**config.mk**
```make
export PLATFORM = sky130hd
export DESIGN_NAME = byte_cpu_core
export DESIGN_NICKNAME = d
export VERILOG_FILES = /design/src/rtl/bcpu_pkg.sv /design/src/rtl/bcpu_decode.sv /design/src/rtl/bcpu_alu.sv /design/src/rtl/bcpu_regfile.sv /design/src/rtl/byte_cpu_core.sv
export SDC_FILE = /design/constraint.sdc
export NUM_CORES = 1
export LEC_CHECK = 0
export ABC_AREA = 1
export BUFFER_PORTS_ARGS = -buffer_cell sky130_fd_sc_hd__buf_4
export CORE_MARGIN = 5
export CORE_UTILIZATION = 51
export DETAILED_ROUTE_END_ITERATION = 7
export PLACE_DENSITY = 0.79
export SYNTH_ARGS = -nofsm -noshare
export SYNTH_HDL_FRONTEND = slang
export SYNTH_HIERARCHICAL = 1
export SYNTH_SLANG_ARGS = --single-unit
export TNS_END_PERCENT = 5
```
**constraint.sdc**
```tcl
create_clock -name clk -period 8.7 [get_ports clk]
set_input_delay 0.87 -clock clk [delete_from_list [all_inputs] [get_ports clk]]
set_output_delay 0.87 -clock clk [all_outputs]
set_load 0.005 [all_outputs]
```
**src/rtl/bcpu_pkg.sv**
```systemverilog
package bcpu_pkg;

  localparam int REG_CNT = 8;
  localparam int SEL_W   = 3;

  typedef enum logic [2:0] {
    ST_FETCH, ST_DECODE, ST_OPLO, ST_OPHI, ST_IMM, ST_LOAD, ST_HALT
  } state_e;

  typedef enum logic [2:0] {
    ALU_ADD, ALU_SUB, ALU_AND, ALU_INC, ALU_DEC, ALU_NOT
  } alu_op_e;

  typedef enum logic [4:0] {
    C_MOVE, C_STD, C_LDD, C_MVI, C_DEC, C_INC, C_NOT,
    C_JMP, C_JZ, C_JC, C_JRX, C_BAD, C_STI, C_LDI,
    C_ADD, C_SUB, C_AND, C_SWP
  } op_cls_e;

endpackage

```
**src/rtl/bcpu_decode.sv**
```systemverilog
module bcpu_decode
  import bcpu_pkg::*;
(
  input  logic [7:0]       op_i,
  output op_cls_e          cls_o,
  output alu_op_e          alu_o,
  output logic [SEL_W-1:0] dst_o,
  output logic [SEL_W-1:0] src_o,
  output logic [1:0]       pair_o
);

  always_comb begin
    cls_o  = C_BAD;
    alu_o  = ALU_ADD;
    dst_o  = op_i[2:0];
    src_o  = op_i[2:0];
    pair_o = op_i[1:0];
    unique case (op_i[7:6])
      2'b00: begin
        cls_o = C_MOVE;
        dst_o = op_i[5:3];
      end
      2'b01: begin
        unique case (op_i[5:3])
          3'b000: cls_o = C_STD;
          3'b001: cls_o = C_LDD;
          3'b010: cls_o = C_MVI;
          3'b011: begin cls_o = C_DEC; alu_o = ALU_DEC; end
          3'b100: begin cls_o = C_INC; alu_o = ALU_INC; end
          3'b101: begin cls_o = C_NOT; alu_o = ALU_NOT; end
          default: begin
            dst_o = '0;
            unique case (op_i[3:2])
              2'b00: begin
                unique case (op_i[1:0])
                  2'b00:   cls_o = C_JMP;
                  2'b01:   cls_o = C_JZ;
                  2'b10:   cls_o = C_JC;
                  default: cls_o = C_JRX;
                endcase
              end
              2'b01:   cls_o = C_BAD;
              2'b10:   cls_o = C_STI;
              default: cls_o = C_LDI;
            endcase
          end
        endcase
      end
      2'b10: begin
        dst_o = {1'b0, op_i[4:3]};
        if (op_i[5]) begin cls_o = C_SUB; alu_o = ALU_SUB; end
        else         begin cls_o = C_ADD; alu_o = ALU_ADD; end
      end
      default: begin
        dst_o = {1'b0, op_i[4:3]};
        if (op_i[5]) cls_o = C_SWP;
        else begin cls_o = C_AND; alu_o = ALU_AND; end
      end
    endcase
  end

endmodule

```
**src/rtl/bcpu_alu.sv**
```systemverilog
module bcpu_alu
  import bcpu_pkg::*;
#(
  parameter int DATA_W = 8
) (
  input  alu_op_e           op_i,
  input  logic [DATA_W-1:0] a_i,
  input  logic [DATA_W-1:0] b_i,
  output logic [DATA_W-1:0] res_o,
  output logic              z_o,
  output logic              c_o,
  output logic              c_upd_o
);

  logic [DATA_W:0] ext_a, ext_b, wide;

  assign ext_a = {1'b0, a_i};
  assign ext_b = {1'b0, b_i};

  always_comb begin
    c_upd_o = 1'b1;
    unique case (op_i)
      ALU_ADD: wide = ext_a + ext_b;
      ALU_SUB: wide = ext_a - ext_b;
      ALU_INC: wide = ext_a + (DATA_W+1)'(1);
      ALU_DEC: wide = ext_a - (DATA_W+1)'(1);
      ALU_AND: begin wide = ext_a & ext_b; c_upd_o = 1'b0; end
      default: begin wide = {1'b0, ~a_i};  c_upd_o = 1'b0; end
    endcase
  end

  assign res_o = wide[DATA_W-1:0];
  assign c_o   = wide[DATA_W];
  assign z_o   = (res_o == '0);

endmodule

```
**src/rtl/bcpu_regfile.sv**
```systemverilog
module bcpu_regfile
  import bcpu_pkg::*;
#(
  parameter int DATA_W = 8
) (
  input  logic                             clk,
  input  logic                             rst_n,
  input  logic                             wa_en_i,
  input  logic [SEL_W-1:0]                 wa_sel_i,
  input  logic [DATA_W-1:0]                wa_data_i,
  input  logic                             wb_en_i,
  input  logic [SEL_W-1:0]                 wb_sel_i,
  input  logic [DATA_W-1:0]                wb_data_i,
  output logic [REG_CNT-1:0][DATA_W-1:0]   regs_o
);

  for (genvar g = 0; g < REG_CNT; g++) begin : g_reg
    always_ff @(posedge clk or negedge rst_n) begin
      if (!rst_n)
        regs_o[g] <= '0;
      else if (wb_en_i && wb_sel_i == SEL_W'(g))
        regs_o[g] <= wb_data_i;
      else if (wa_en_i && wa_sel_i == SEL_W'(g))
        regs_o[g] <= wa_data_i;
    end
  end

  // the array moves only when a write port is enabled
  a_r9_regs_hold: assert property (@(posedge clk) disable iff (!rst_n)
    !(wa_en_i || wb_en_i) |=> $stable(regs_o));

endmodule

```
**src/rtl/byte_cpu_core.sv**
```systemverilog
module byte_cpu_core
  import bcpu_pkg::*;
#(
  parameter int          DATA_W   = 8,
  parameter logic [15:0] RESET_PC = 16'h0200
) (
  input  logic              clk,
  input  logic              rst_n,
  output logic [15:0]       mem_addr_o,
  output logic [DATA_W-1:0] mem_wdata_o,
  output logic              mem_we_o,
  input  logic [DATA_W-1:0] mem_rdata_i,
  output logic              halt_o
);

  localparam int ADDR_W = 2 * DATA_W;

  state_e                          st_q, st_d;
  logic [ADDR_W-1:0]               pc_q, pc_d;
  logic [DATA_W-1:0]               ir_q, ir_d, lo_q, lo_d;
  logic                            zf_q, cf_q, flag_en;
  logic [REG_CNT-1:0][DATA_W-1:0]  rf;

  logic [DATA_W-1:0] op_cur;
  op_cls_e           cls;
  alu_op_e           alu_op;
  logic [SEL_W-1:0]  dst, src;
  logic [1:0]        pair;
  logic [SEL_W-1:0]  pair_lo, pair_hi;
  logic [ADDR_W-1:0] pair_addr, abs_addr;

  logic [DATA_W-1:0] alu_res;
  logic              alu_z, alu_c, alu_cupd;

  logic              wa_en, wb_en;
  logic [DATA_W-1:0] wa_data, wb_data;

  assign op_cur = (st_q == ST_DECODE) ? mem_rdata_i : ir_q;

  bcpu_decode u_dec (
    .op_i   (op_cur),
    .cls_o  (cls),
    .alu_o  (alu_op),
    .dst_o  (dst),
    .src_o  (src),
    .pair_o (pair)
  );

  bcpu_alu #(.DATA_W(DATA_W)) u_alu (
    .op_i    (alu_op),
    .a_i     (rf[dst]),
    .b_i     (rf[src]),
    .res_o   (alu_res),
    .z_o     (alu_z),
    .c_o     (alu_c),
    .c_upd_o (alu_cupd)
  );

  bcpu_regfile #(.DATA_W(DATA_W)) u_rf (
    .clk       (clk),
    .rst_n     (rst_n),
    .wa_en_i   (wa_en),
    .wa_sel_i  (dst),
    .wa_data_i (wa_data),
    .wb_en_i   (wb_en),
    .wb_sel_i  (src),
    .wb_data_i (wb_data),
    .regs_o    (rf)
  );

  assign pair_lo   = {1'b0, pair};
  assign pair_hi   = pair_lo + SEL_W'(1);
  assign pair_addr = {rf[pair_hi], rf[pair_lo]};
  assign abs_addr  = {mem_rdata_i, lo_q};

  always_comb begin
    st_d        = st_q;
    pc_d        = pc_q;
    ir_d        = ir_q;
    lo_d        = lo_q;
    mem_addr_o  = pc_q;
    mem_we_o    = 1'b0;
    mem_wdata_o = rf[dst];
    wa_en       = 1'b0;
    wa_data     = alu_res;
    wb_en       = 1'b0;
    wb_data     = rf[dst];
    flag_en     = 1'b0;
    unique case (st_q)
      ST_FETCH: begin
        pc_d = pc_q + ADDR_W'(1);
        st_d = ST_DECODE;
      end
      ST_DECODE: begin
        ir_d = mem_rdata_i;
        st_d = ST_FETCH;
        unique case (cls)
          C_MOVE: begin wa_en = 1'b1; wa_data = rf[src]; end
          C_STD, C_LDD, C_JMP, C_JZ, C_JC: begin
            pc_d = pc_q + ADDR_W'(1);
            st_d = ST_OPLO;
          end
          C_MVI: begin
            pc_d = pc_q + ADDR_W'(1);
            st_d = ST_IMM;
          end
          C_DEC, C_INC, C_NOT, C_ADD, C_SUB, C_AND: begin
            wa_en   = 1'b1;
            flag_en = 1'b1;
          end
          C_JRX: pc_d = {rf[1], rf[0]};
          C_STI: begin
            mem_addr_o = pair_addr;
            mem_we_o   = 1'b1;
          end
          C_LDI: begin
            mem_addr_o = pair_addr;
            st_d       = ST_LOAD;
          end
          C_SWP: begin
            wa_en   = 1'b1;
            wa_data = rf[src];
            wb_en   = 1'b1;
          end
          default: st_d = ST_HALT;
        endcase
      end
      ST_OPLO: begin
        lo_d = mem_rdata_i;
        pc_d = pc_q + ADDR_W'(1);
        st_d = ST_OPHI;
      end
      ST_OPHI: begin
        st_d = ST_FETCH;
        unique case (cls)
          C_JMP: pc_d = abs_addr;
          C_JZ:  if (zf_q) pc_d = abs_addr;
          C_JC:  if (cf_q) pc_d = abs_addr;
          C_STD: begin
            mem_addr_o = abs_addr;
            mem_we_o   = 1'b1;
          end
          default: begin
            mem_addr_o = abs_addr;
            st_d       = ST_LOAD;
          end
        endcase
      end
      ST_IMM, ST_LOAD: begin
        wa_en   = 1'b1;
        wa_data = mem_rdata_i;
        st_d    = ST_FETCH;
      end
      default: st_d = ST_HALT;
    endcase
  end

  always_ff @(posedge clk or negedge rst_n) begin
    if (!rst_n) begin
      st_q <= ST_FETCH;
      pc_q <= RESET_PC;
      ir_q <= '0;
      lo_q <= '0;
      zf_q <= 1'b0;
      cf_q <= 1'b0;
    end else begin
      st_q <= st_d;
      pc_q <= pc_d;
      ir_q <= ir_d;
      lo_q <= lo_d;
      if (flag_en) begin
        zf_q <= alu_z;
        if (alu_cupd) cf_q <= alu_c;
      end
    end
  end

  assign halt_o = (st_q == ST_HALT);

  // halt persists and blocks writes
  a_r11_halt_sticky: assert property (@(posedge clk) disable iff (!rst_n)
    halt_o |=> halt_o);
  a_r11_halt_no_write: assert property (@(posedge clk) disable iff (!rst_n)
    halt_o |-> !mem_we_o);
  // flags can only move on the edge that leaves the decode state
  a_r10_flags_quiet: assert property (@(posedge clk) disable iff (!rst_n)
    (st_q != ST_DECODE) |=> ($stable(zf_q) && $stable(cf_q)));
  // every fetch advances the program counter by one
  a_r2_pc_step: assert property (@(posedge clk) disable iff (!rst_n)
    (st_q == ST_FETCH) |=> (pc_q == $past(pc_q) + ADDR_W'(1)));
  // writes come only from the decode or second-operand state
  a_r5_write_states: assert property (@(posedge clk) disable iff (!rst_n)
    mem_we_o |-> (st_q == ST_DECODE || st_q == ST_OPHI));

endmodule

```
Yosys cells after proc, flatten, opt, wreduce, memory -nomap -nowiden
Index checks and enable logic that the tools add are counted.
- equality and inequality tests: 55
- muxes and demuxes: 61
- $lt $le $gt $ge: 4
- bitwise logic cells: 2
- $add $sub $neg: 6
- reduce and logical (&&, ||, !) cells: 50
- operator list (kind ; number):
    8-bit 2-to-1 mux ; 22
    16-bit case mux with 3 select lines ; 2
    8-bit binary-select mux with 3-bit select ; 3
    16-bit 2-to-1 mux ; 4
    16-bit case mux with 2 select lines ; 2
    9-bit case mux with 5 select lines ; 1
    3-bit equality test (second input constant) ; 14
    5-bit by 4-bit equality test with 1-bit output (second input constant) ; 7
    3-bit by 2-bit equality test with 1-bit output (second input constant) ; 10
    5-bit case mux with 6 select lines ; 1
    4-bit case mux with 3 select lines ; 2
    5-bit by 3-bit equality test with 1-bit output (second input constant) ; 4
    3-bit case mux with 3 select lines ; 2
    6-bit OR reduction ; 3
    16-bit by 1-bit adder with 16-bit output (second input constant) ; 1
    8-bit binary-select mux with 2-bit select ; 1
    1-bit logical AND ; 16
    8-bit case mux with 2 select lines ; 1
    2-bit nonzero test ; 8
    3-bit by 1-bit equality test with 1-bit output (second input constant) ; 5
    3-bit zero test ; 5
    3-bit case mux with 5 select lines ; 1
    5-bit case mux with 3 select lines ; 1
    3-bit by 4-bit < comparator with 1-bit output (second input constant) ; 3
    other kinds (34) ; 59
- flip-flop bits (word level): 101
- logic and storage cells: 192

Depth between registers and ports, before layout
Gate-level depths: netlist of run 1.
- depth in word-level cells: 14
- mapped depth: 37
- depth with buffers taken out: 35

By module
Netlist of run 1, hierarchy kept.
- modules (own cells, without submodules) (module ; sequential area each (µm²) ; area an instance (µm²) ; times used ; cells each):
    byte_cpu_core ; 927.1 ; 5022.3 ; 1 ; 922
    bcpu_regfile ; 1601.5 ; 3274.4 ; 1 ; 451
    bcpu_alu ; 0.0 ; 998.5 ; 1 ; 192
    bcpu_decode ; 0.0 ; 360.3 ; 1 ; 70

Least setup slack after synthesis of run 1
OpenSTA, ideal clock, no wires.
- path type: reg-to-reg
- from: register st_q[2]
- to: register u_rf/regs_o[15] (netlist bit)
- data arrival time: 5.067 ns
- data required time: 8.635 ns
- library setup time: 0.065 ns
- stages on the path, launching flop included: 30
- clock period less this slack: 5.132 ns
- setup slack: 3.568 ns
- path through: dfrtp_1 inv_1 nand2_1 nor2_1 inv_1 clkbuf_1 o21ai_0 inv_2 nor2_4 nand2_1 o22ai_1 inv_1 clkbuf_1 a21oi_1 o21ai_0 a31oi_1 ha_1 nand2_1 nand2_1 a21oi_1 nand2_1 nand2_1 nand3_1 nand2_1 o21ai_0 o21ai_0 inv_1 nand2_1 nand3_1 nand2_1
- word-level cells in the longest chain between the ends: 14
- RTL lines (item ; RTL line ; RTL):
    start: declaration ; byte_cpu_core.sv:18 ; state_e st_q, st_d;
    start signal: assignment ; byte_cpu_core.sv:167 ; st_q <= st_d;
    3-bit by 1-bit equality test with 1-bit output * ; byte_cpu_core.sv:38 ; assign op_cur = (st_q == ST_DECODE) ? mem_rdata_i : ir_q;
    8-bit 2-to-1 mux * ; n/a ;
    3-bit by 1-bit equality test with 1-bit output (tied with other cells) ; bcpu_decode.sv:24 ; unique case (op_i[5:3])
    6-bit OR reduction (no line) ; n/a ;
    3-bit 2-to-1 mux ; bcpu_decode.sv:24 ;
    3-bit case mux with 2 select lines * ; bcpu_decode.sv:18 ; unique case (op_i[7:6])
    named net dst[0] ; byte_cpu_core.sv:27 ; logic [SEL_W-1:0] dst, src;
    8-bit binary-select mux with 3-bit select * ; n/a ;
    [1 not listed] ; n/a ;
    named net mem_wdata_o[4] ; byte_cpu_core.sv:10 ; output logic [DATA_W-1:0] mem_wdata_o,
    8-bit by 1-bit subtractor with 9-bit output (tied with other cells) ; bcpu_alu.sv:26 ; ALU_DEC: wide = ext_a - (DATA_W+1)'(1);
    9-bit case mux with 5 select lines * ; bcpu_alu.sv:22 ; unique case (op_i)
    named net alu_res[7] ; byte_cpu_core.sv:32 ; logic [DATA_W-1:0] alu_res;
    8-bit 2-to-1 mux ; n/a ;
    8-bit case mux with 2 select lines * ; byte_cpu_core.sv:89 ; unique case (st_q)
    named net wa_data[7] ; byte_cpu_core.sv:36 ; logic [DATA_W-1:0] wa_data, wb_data;
    8-bit 2-to-1 mux * ; bcpu_regfile.sv:23 ; else if (wa_en_i && wa_sel_i == SEL_W'(g))
    8-bit 2-to-1 mux * ; bcpu_regfile.sv:21 ; else if (wb_en_i && wb_sel_i == SEL_W'(g))
    end signal: indexed assignment ; bcpu_regfile.sv:22 ; regs_o[g] <= wb_data_i;
    end signal: indexed assignment ; bcpu_regfile.sv:24 ; regs_o[g] <= wa_data_i;
    end: declaration ; bcpu_regfile.sv:14 ; output logic [REG_CNT-1:0][DATA_W-1:0] regs_o
The timed path passes the listed nets; every way through them passes the cells marked *. The select of a mux whose other input is x is not followed.
A chain may end at the register's enable or synchronous reset.

Worst setup path in the final report of run 1
- from: register st_q[2]
- to: register u_rf/regs_o[15] (netlist bit)
- word-level cells in the longest chain between the ends: 14
- RTL lines (item ; RTL line ; RTL):
    3-bit by 1-bit equality test with 1-bit output * ; byte_cpu_core.sv:38 ;
    8-bit 2-to-1 mux * ; n/a ;
    3-bit by 1-bit equality test with 1-bit output (tied with other cells) ; bcpu_decode.sv:24 ;
    6-bit OR reduction (no line) ; n/a ;
    3-bit 2-to-1 mux ; bcpu_decode.sv:24 ;
    3-bit case mux with 2 select lines * ; bcpu_decode.sv:18 ;
    named net dst[0] ; byte_cpu_core.sv:27 ;
    8-bit binary-select mux with 3-bit select * ; byte_cpu_core.sv:51 ; .a_i (rf[dst]),
    8-bit 2-to-1 mux (implied by the code) * ; byte_cpu_core.sv:51 ;
    8-bit by 1-bit subtractor with 9-bit output (tied with other cells) ; bcpu_alu.sv:26 ;
    9-bit case mux with 5 select lines * ; bcpu_alu.sv:22 ;
    named net alu_res[7] ; byte_cpu_core.sv:32 ;
    8-bit 2-to-1 mux ; n/a ;
    8-bit case mux with 2 select lines * ; byte_cpu_core.sv:89 ;
    named net wa_data[7] ; byte_cpu_core.sv:36 ;
    8-bit 2-to-1 mux * ; bcpu_regfile.sv:23 ;
    8-bit 2-to-1 mux * ; bcpu_regfile.sv:21 ;
Marks and branches as above.

==> impl_metrics.tcl, run 1 <==
set metrics [dict create \
    outcome "finished clean" \
    area_delta_synth_final_pct 7.80 \
    dieArea_um2 21800 \
    hold_viol 0 \
    hold_path_class "input port to asynchronous set/reset pin" \
    cp_slowest_cell "o21ai_0" \
    async_reset_ff_share_pct 100 \
    fin_tns_setup_ps 0 \
    critPathArrivalTime_ps 7540 \
    clock-skew-final_ps 19.4 \
    yosys.area.top_type "dfrtp_1" \
    n_antenna_cell 0 \
    firstDrtPassIters 6 \
    std_cell_rows 50 \
    period_needed_ps 7230 \
    setup_viol 0 \
    clock_sinks 101 \
    core_um2 18600 \
    worst_pin_slew_ps 1110 \
    cts_tree "yes" \
    slowest_delay_ps 900 \
    peakVddDrop_uv 94.7 \
    synth.area.top_cells "dfrtp_1 (26%), nand2_1 (19%), nand3_1 (12%), o21ai_0 (8.6%), inv_1 (6.9%)" \
    end_kind "flip-flop" \
    grt_max_degree 119 \
    wire_per_inst_um 19.7 \
    drt-initial-drc-count 1559 \
    p_per_area_nw_per_um2 88.9 \
    path_depth 29 \
    slew_viol_final 0 \
    die_w_um 148 \
    fin_nets 1662 \
    ys.flop_type "dfrtp_1" \
    syn_nets 1662 \
    post-cts-setup-buffers 0 \
    path_buf_inv 7 \
    cts_max_level 3 \
    dp_hpwl_um 27400 \
    grt_pass1_vias 10311 \
    start_kind "flip-flop" \
    worst_slack_ps 1470 \
    port-buffer-count 35 \
    path_class "flip-flop to flip-flop" \
    cts_root_buffer "clkbuf_16" \
    instances_no_fill 1873 \
    cts_buffers 9 \
    synth.yosys.seq_area_share_pct 26.2 \
    synth_seq_cells 101 \
    fin_crit_sh_pct 83.1 \
    vias_per_cell 6.10 \
    routed_wl_um 36800 \
    antenna_found_initial 1 \
    rr_worst_depth 29 \
    avgSynthCellArea_um2 5.91 \
    cp_max_fo 32 \
    relSlewSlack_pct 25.3 \
    die_y_um 148 \
    critical_path_required_ps 9020 \
    p_leak_nw 5.23 \
    initial_core_util_pct 51.8 \
    synthMostInstantiatedCell "nand2_1" \
    grt_pass1_wl_um 57700 \
    grt-ovfl-total 0 \
    clkLatencyLatePin_ps 370 \
    cts_hold_buffers 0 \
    fmax_mhz 138 \
    clk_pin_slew_ps 90 \
    yosysWarnings 6 \
    syn_area_um2 9660 \
    dp_cells 1858 \
    ant_nets 0 \
    synthesis.instances 1635 \
    cp_top_family "compound AO/OA/AOI/OAI gates" \
    yosys.cell_types.count 42 \
    grt_setup_unrepaired "false" \
    synth_commonest_cells "nand2_1 (496), nand3_1 (236), inv_1 (178)" \
    drc 0 \
    synth-edff-count 0 \
    synth_top_area_share_pct 25.9 \
    cts_max_path_buffers 2 \
    cpMostUsedCell "nand2_1" \
    io_pins 36 \
    maxCapViolCount 0 \
    cts.repair.resized 0 \
    place_ws_ps 1880 \
    via_count 11422 \
    track_usage_pct 33.3 \
    drive_above_1_share_pct 8.30 \
    place_congestion 1.01 \
]
-- report_power, final --
group	switching [mW]	internal, mW	total (mW)
sequential	0	0.469	0.469
clock	0.210	0.228	0.438
combinational	0.0146	0.00327	0.0178
total	0.224	0.700	0.925
-- layer usage --
layer / wire length, um / part of all wire [%] / global-route usage (%) / vias to the layer above
met5: 11 / 0.030 / 0 / -
met2: 16300 / 44 / 52.7 / 724
met3: 3980 / 11 / 6.56 / 151
met4: 1820 / 4.9 / 15.1 / 2
met1: 14700 / 40 / 44.0 / 5164
li1: - / - / - / 5381
-- cells by family after synthesis --
| family | Yosys count | synth area share [%] |
|---|---|---|
| buffers and inverters | 266 | 10.9 |
| AO/OA/AOI/OAI | 347 | 20.0 |
| XOR/XNOR | 8 | 0.726 |
| adder cells (fa/ha/maj) | 17 | 2.28 |
| flip-flops | 101 | 26.2 |
| AND/OR/NAND/NOR | 896 | 39.9 |
-- cells in the final DEF (no fill, tap or decap), drive strengths merged, types with 2 or more instances in the layout --
cell      n
o221ai    2
a31oi     8
a21oi   100
a22oi     8
nand4    10
clkbuf    9
xor2      8
o22ai     9
inv     200
o21ai   174
nand2   503
dfrtp   100
o211ai   38
ha       16
nand3   239
nor2    133
or2       4
a21o      2
buf      57
nor3      5
o21a      4
clkinv    2
-- worst register-to-register path: cells and delay by family, from the launching register on --
kind	cells	cell delay [ps]
compound gates	7	2830
buf+inv	7	1910
simple gates	14	1790
flops	1	400
fa+ha+maj	1	230
-- registers in the layout (all words and copies together), names as in the netlist --
| signal | cells |
|---|---|
| u_rf/regs_o | 64 |
| pc_q | 16 |
| ir_q | 8 |
| lo_q | 8 |
| st_q | 3 |
| cf_q | 1 |
| zf_q | 1 |
-- stage by stage --
stage	hold slack (ps)	instance area, um2	power, mW	utilization [%]
CTS	449	10400	0.929	55.8
finish	442	10400	0.925	55.8
global placement	467	10100	0.496	54.2
detailed placement	473	10100	0.497	54.2
global route	468	10400	0.947	55.8
floorplan	449	9660	0.480	-
-- layout make-up --
| class | count | area [um2] |
|---|---|---|
| repair buffers | 57 | 428 |
| inverters | 198 | 743 |
| well taps | 234 | 293 |
| flip-flops and latches | 101 | 2530 |
| clock inverters | 6 | 82.6 |
| fillers | 1912 | 8230 |
| multi-input cells | 1268 | 6110 |
| clock buffers | 9 | 225 |
-- final timing paths --
| kind | end | slack, ps | start |
|---|---|---|---|
| setup / recovery | u_rf/regs_o[15] | 1470 | st_q[2] |
| hold / removal | st_q[1] | 440 | rst_n |
| setup reg to reg | u_rf/regs_o[15] | 1470 | st_q[2] |
| hold reg to reg | u_rf/regs_o[25] | 490 | u_rf/regs_o[25] |
| max in group asynchronous | u_rf/regs_o[8] | 6940 | rst_n |
| min in group clk | u_rf/regs_o[25] | 490 | u_rf/regs_o[25] |
Power figures use the tool's default switching activity.
==> run 2, diff against run 1 <==
--- a/config.mk
+++ b/config.mk
@@ -5,12 +5,12 @@
 export SDC_FILE = /design/constraint.sdc
 export NUM_CORES = 1
 export LEC_CHECK = 0
-export ABC_AREA = 1
+export ABC_AREA = 0
 export BUFFER_PORTS_ARGS = -buffer_cell sky130_fd_sc_hd__buf_4
 export CORE_MARGIN = 5
 export CORE_UTILIZATION = 51
 export DETAILED_ROUTE_END_ITERATION = 7
-export PLACE_DENSITY = 0.79
+export PLACE_DENSITY = 0.81
 export SYNTH_ARGS = -nofsm -noshare
 export SYNTH_HDL_FRONTEND = slang
 export SYNTH_HIERARCHICAL = 1
==> constraint.sdc (replaced) <==
create_clock -name clk -period 6.1 [get_ports clk]
set_input_delay 0.61 -clock clk [delete_from_list [all_inputs] [get_ports clk]]
set_output_delay 0.61 -clock clk [all_outputs]
set_load 0.005 [all_outputs]
==> run 2 against run 1 <==
Against the previous run: sequential cell count unchanged; cell count down 34%; synthesized area down 2.3%; non-clock buffer count up 5; utilization down 0.68 points; cell area down 4.2%; highest routed layer is now met4; global-route usage down 4.9 points; via count down 22%; register-to-register slack worse by 1000 ps; first-iteration DRC count down 12%.
==> impl_metrics.tcl, run 2 <==
set metrics [dict create \
    start_kind "flip-flop" \
    yosys.cell_types.count 84 \
    reg_top3 "u_rf/regs_o (64), pc_q (16)" \
    critPathArrivalTime_ps 5020 \
    synthMostInstantiatedCell "dfrtp_1" \
    slowest_delay_ps 710 \
    cpMostUsedCell "buf_4" \
    core_um2 18100 \
    yosys.area.top_type "dfrtp_1" \
    drt-initial-drc-count 1372 \
    dieArea_um2 21300 \
    clk_pin_slew_ps 80 \
    vias_per_cell 7.26 \
    synth_seq_cells 101 \
    slew_viol_final 0 \
    grt_max_degree 54 \
    cts_root_buffer "clkbuf_16" \
    r2r-start "st_q[0]" \
    outcome "finished clean" \
    cts_max_level 3 \
    initial_core_util_pct 52.2 \
    critPathLaunch "st_q[0]" \
    synth.area.top_cells "dfrtp_1 (27%), mux4_2 (10%), mux2i_1 (9.7%), mux2_2 (5.1%), a21oi_1 (3.5%)" \
    dp_hpwl_um 22300 \
    post-cts-setup-buffers 0 \
    crit_chain "nand2b_1 > nor2_1 > buf_4 > mux2_4 > inv_1 > ha_1 > and3b_1 > a2111oi_2 > o31ai_1 > buf_4 > nor2b_1 > nand3_1 > nor3_1 > o221ai_1 > buf_4" \
    synth.yosys.seq_area_share_pct 26.8 \
    maxCapViolCount 0 \
    cp_max_fo 22 \
    place_congestion 0.990 \
    cp_slowest_cell "nor3_1" \
    async_reset_ff_share_pct 100 \
    via_count 8954 \
    wire_per_inst_um 25.2 \
    synth_commonest_cells "dfrtp_1 (100), mux2i_1 (91), nand2_1 (73)" \
    n_antenna_cell 0 \
    setup_viol 0 \
    fin_tns_setup_ps 0 \
    fmax_mhz 178 \
    clock-skew-final_ps 10.9 \
    syn_nets 1054 \
    ant_nets 0 \
    place_ws_ps 267 \
    grt-ovfl-total 0 \
    relSlewSlack_pct 14.2 \
    layout_common_cells "dfrtp_1 (99), mux2i_1 (91), nand2_1 (73), a21oi_1 (66), nor2_1 (64)" \
    worst_pin_slew_ps 1270 \
    grt_setup_unrepaired "false" \
    ys.flop_type "dfrtp_1" \
    dp_cells 1218 \
    die_y_um 146 \
    drc 0 \
    synth-edff-count 0 \
    largest_register "u_rf/regs_o" \
    antenna_found_initial 0 \
    synth_top_area_share_pct 26.5 \
    end_kind "output port" \
    avgSynthCellArea_um2 9.19 \
    drive_above_1_share_pct 19.6 \
    port-buffer-count 35 \
    finalInstanceArea_um2 9970 \
    yosysWarnings 6 \
    clkLatencyLatePin_ps 370 \
    period_needed_ps 5630 \
    hold_path_class "input port to asynchronous set/reset pin" \
    synthesis.instances 1027 \
    path_buf_inv 4 \
    syn_area_um2 9440 \
    cts_tree "yes" \
    io_pins 36 \
    placed_area_um2 9660 \
    die_w_um 146 \
    instances_no_fill 1234 \
    fin_crit_sh_pct 92.3 \
    critical_path_required_ps 5490 \
    area_delta_synth_final_pct 5.72 \
    cp_top_family "simple AND/OR/NAND/NOR gates" \
    clock_sinks 101 \
    grt_pass1_wl_um 48300 \
    hold_viol 0 \
    std_cell_rows 49 \
    cts_hold_buffers 0 \
    track_usage_pct 28.3 \
    rrSetupSlack_ps 470 \
    routed_wl_um 31000 \
    cts_buffers 9 \
    largest_reg_flops 64 \
    fin_nets 1027 \
    cts_max_path_buffers 2 \
    worst_slack_ps 469 \
    path_class "flip-flop to output port" \
    firstDrtPassIters 8 \
    final_common_cell "dfrtp_1" \
    grt_pass1_vias 8352 \
]
run 2: cell count changes in the layout (fill, tap and decap cells not counted), sizes merged, moves of 32 or more:
| cell | before | now |
|---|---|---|
| mux2 | 0 | 43 |
| mux4 | 0 | 42 |
| mux2i | 0 | 91 |
| o211ai | 38 | 1 |
| a21oi | 100 | 68 |
| nand3 | 239 | 14 |
| o21ai | 174 | 73 |
| nor2 | 133 | 65 |
| nand2 | 503 | 73 |
| inv | 200 | 39 |
run 2: layout make-up:
cell class	count	area [um2]
well taps	229	287
flip-flops and latches	101	2530
clock inverters	7	73.8
fillers	1585	8110
repair buffers	62	465
inverters	34	128
clock buffers	9	225
multi-input cells	792	6270
run 2: worst register-to-register path, stage by stage (launching register included):
cell and delay, ps:
dfrtp_2 500, nor2b_1 180, nand2_1 190, mux2_2 430, nand2b_1 310, a21oi_2 200, a22o_2 340, buf_4 290
mux4_2 310, mux2_2 410, inv_1 100, ha_1 170, inv_1 60, fa_1 390, a21o_1 220, a21oi_1 170
xor2_1 170, o221ai_1 200, nor3_1 260, nor4bb_1 440, mux2_2 240
run 2: routing by layer:
metal,wire length (um),part of all wire (%),global-route usage (%),vias to the layer above
li1,-,-,-,3868
met5,0,0,0,-
met2,13800,45,42.7,675
met3,3870,12,7.53,111
met4,1230,4.0,10.7,0
met1,12100,39,39.3,4300
run 2: kinds of logic after synthesis:
group	Yosys count	synth area share (%)
AO/OA/AOI/OAI	311	22.5
XOR/XNOR	12	1.11
adder cells (fa/ha/maj)	17	2.33
buffers and inverters	134	6.98
flip-flops	101	26.8
multiplexers	176	24.8
AND/OR/NAND/NOR	276	15.5
run 2: path summary, 6_finish.rpt:
path                              endpoint  cells after the start
min reg2reg                           zf_q                      1
min in group clk                      zf_q                      1
max reg2reg                           zf_q                     20
max                         mem_addr_o[12]                     15
max in group asynchronous          lo_q[2]                      2
min                        u_rf/regs_o[59]                      1
run 2: per-stage QoR:
stage / utilization (%) / hold WS [ps]
after floorplan: - / 314
after global routing: 55.2 / 330
after global placement: 53.4 / 490
after CTS: 55.1 / 306
after detailed placement: 53.4 / 500
final: 55.2 / 281
run 2: what timing repair did:
item                                    in CTS  in global routing
endpoints found under the setup margin       0                 31
resized for setup                            0                  7
hold endpoints to repair                     0                  0
Power of run 2 is not shown: default switching activity piles up to over one toggle a cycle in this logic, so the estimate is an artifact.
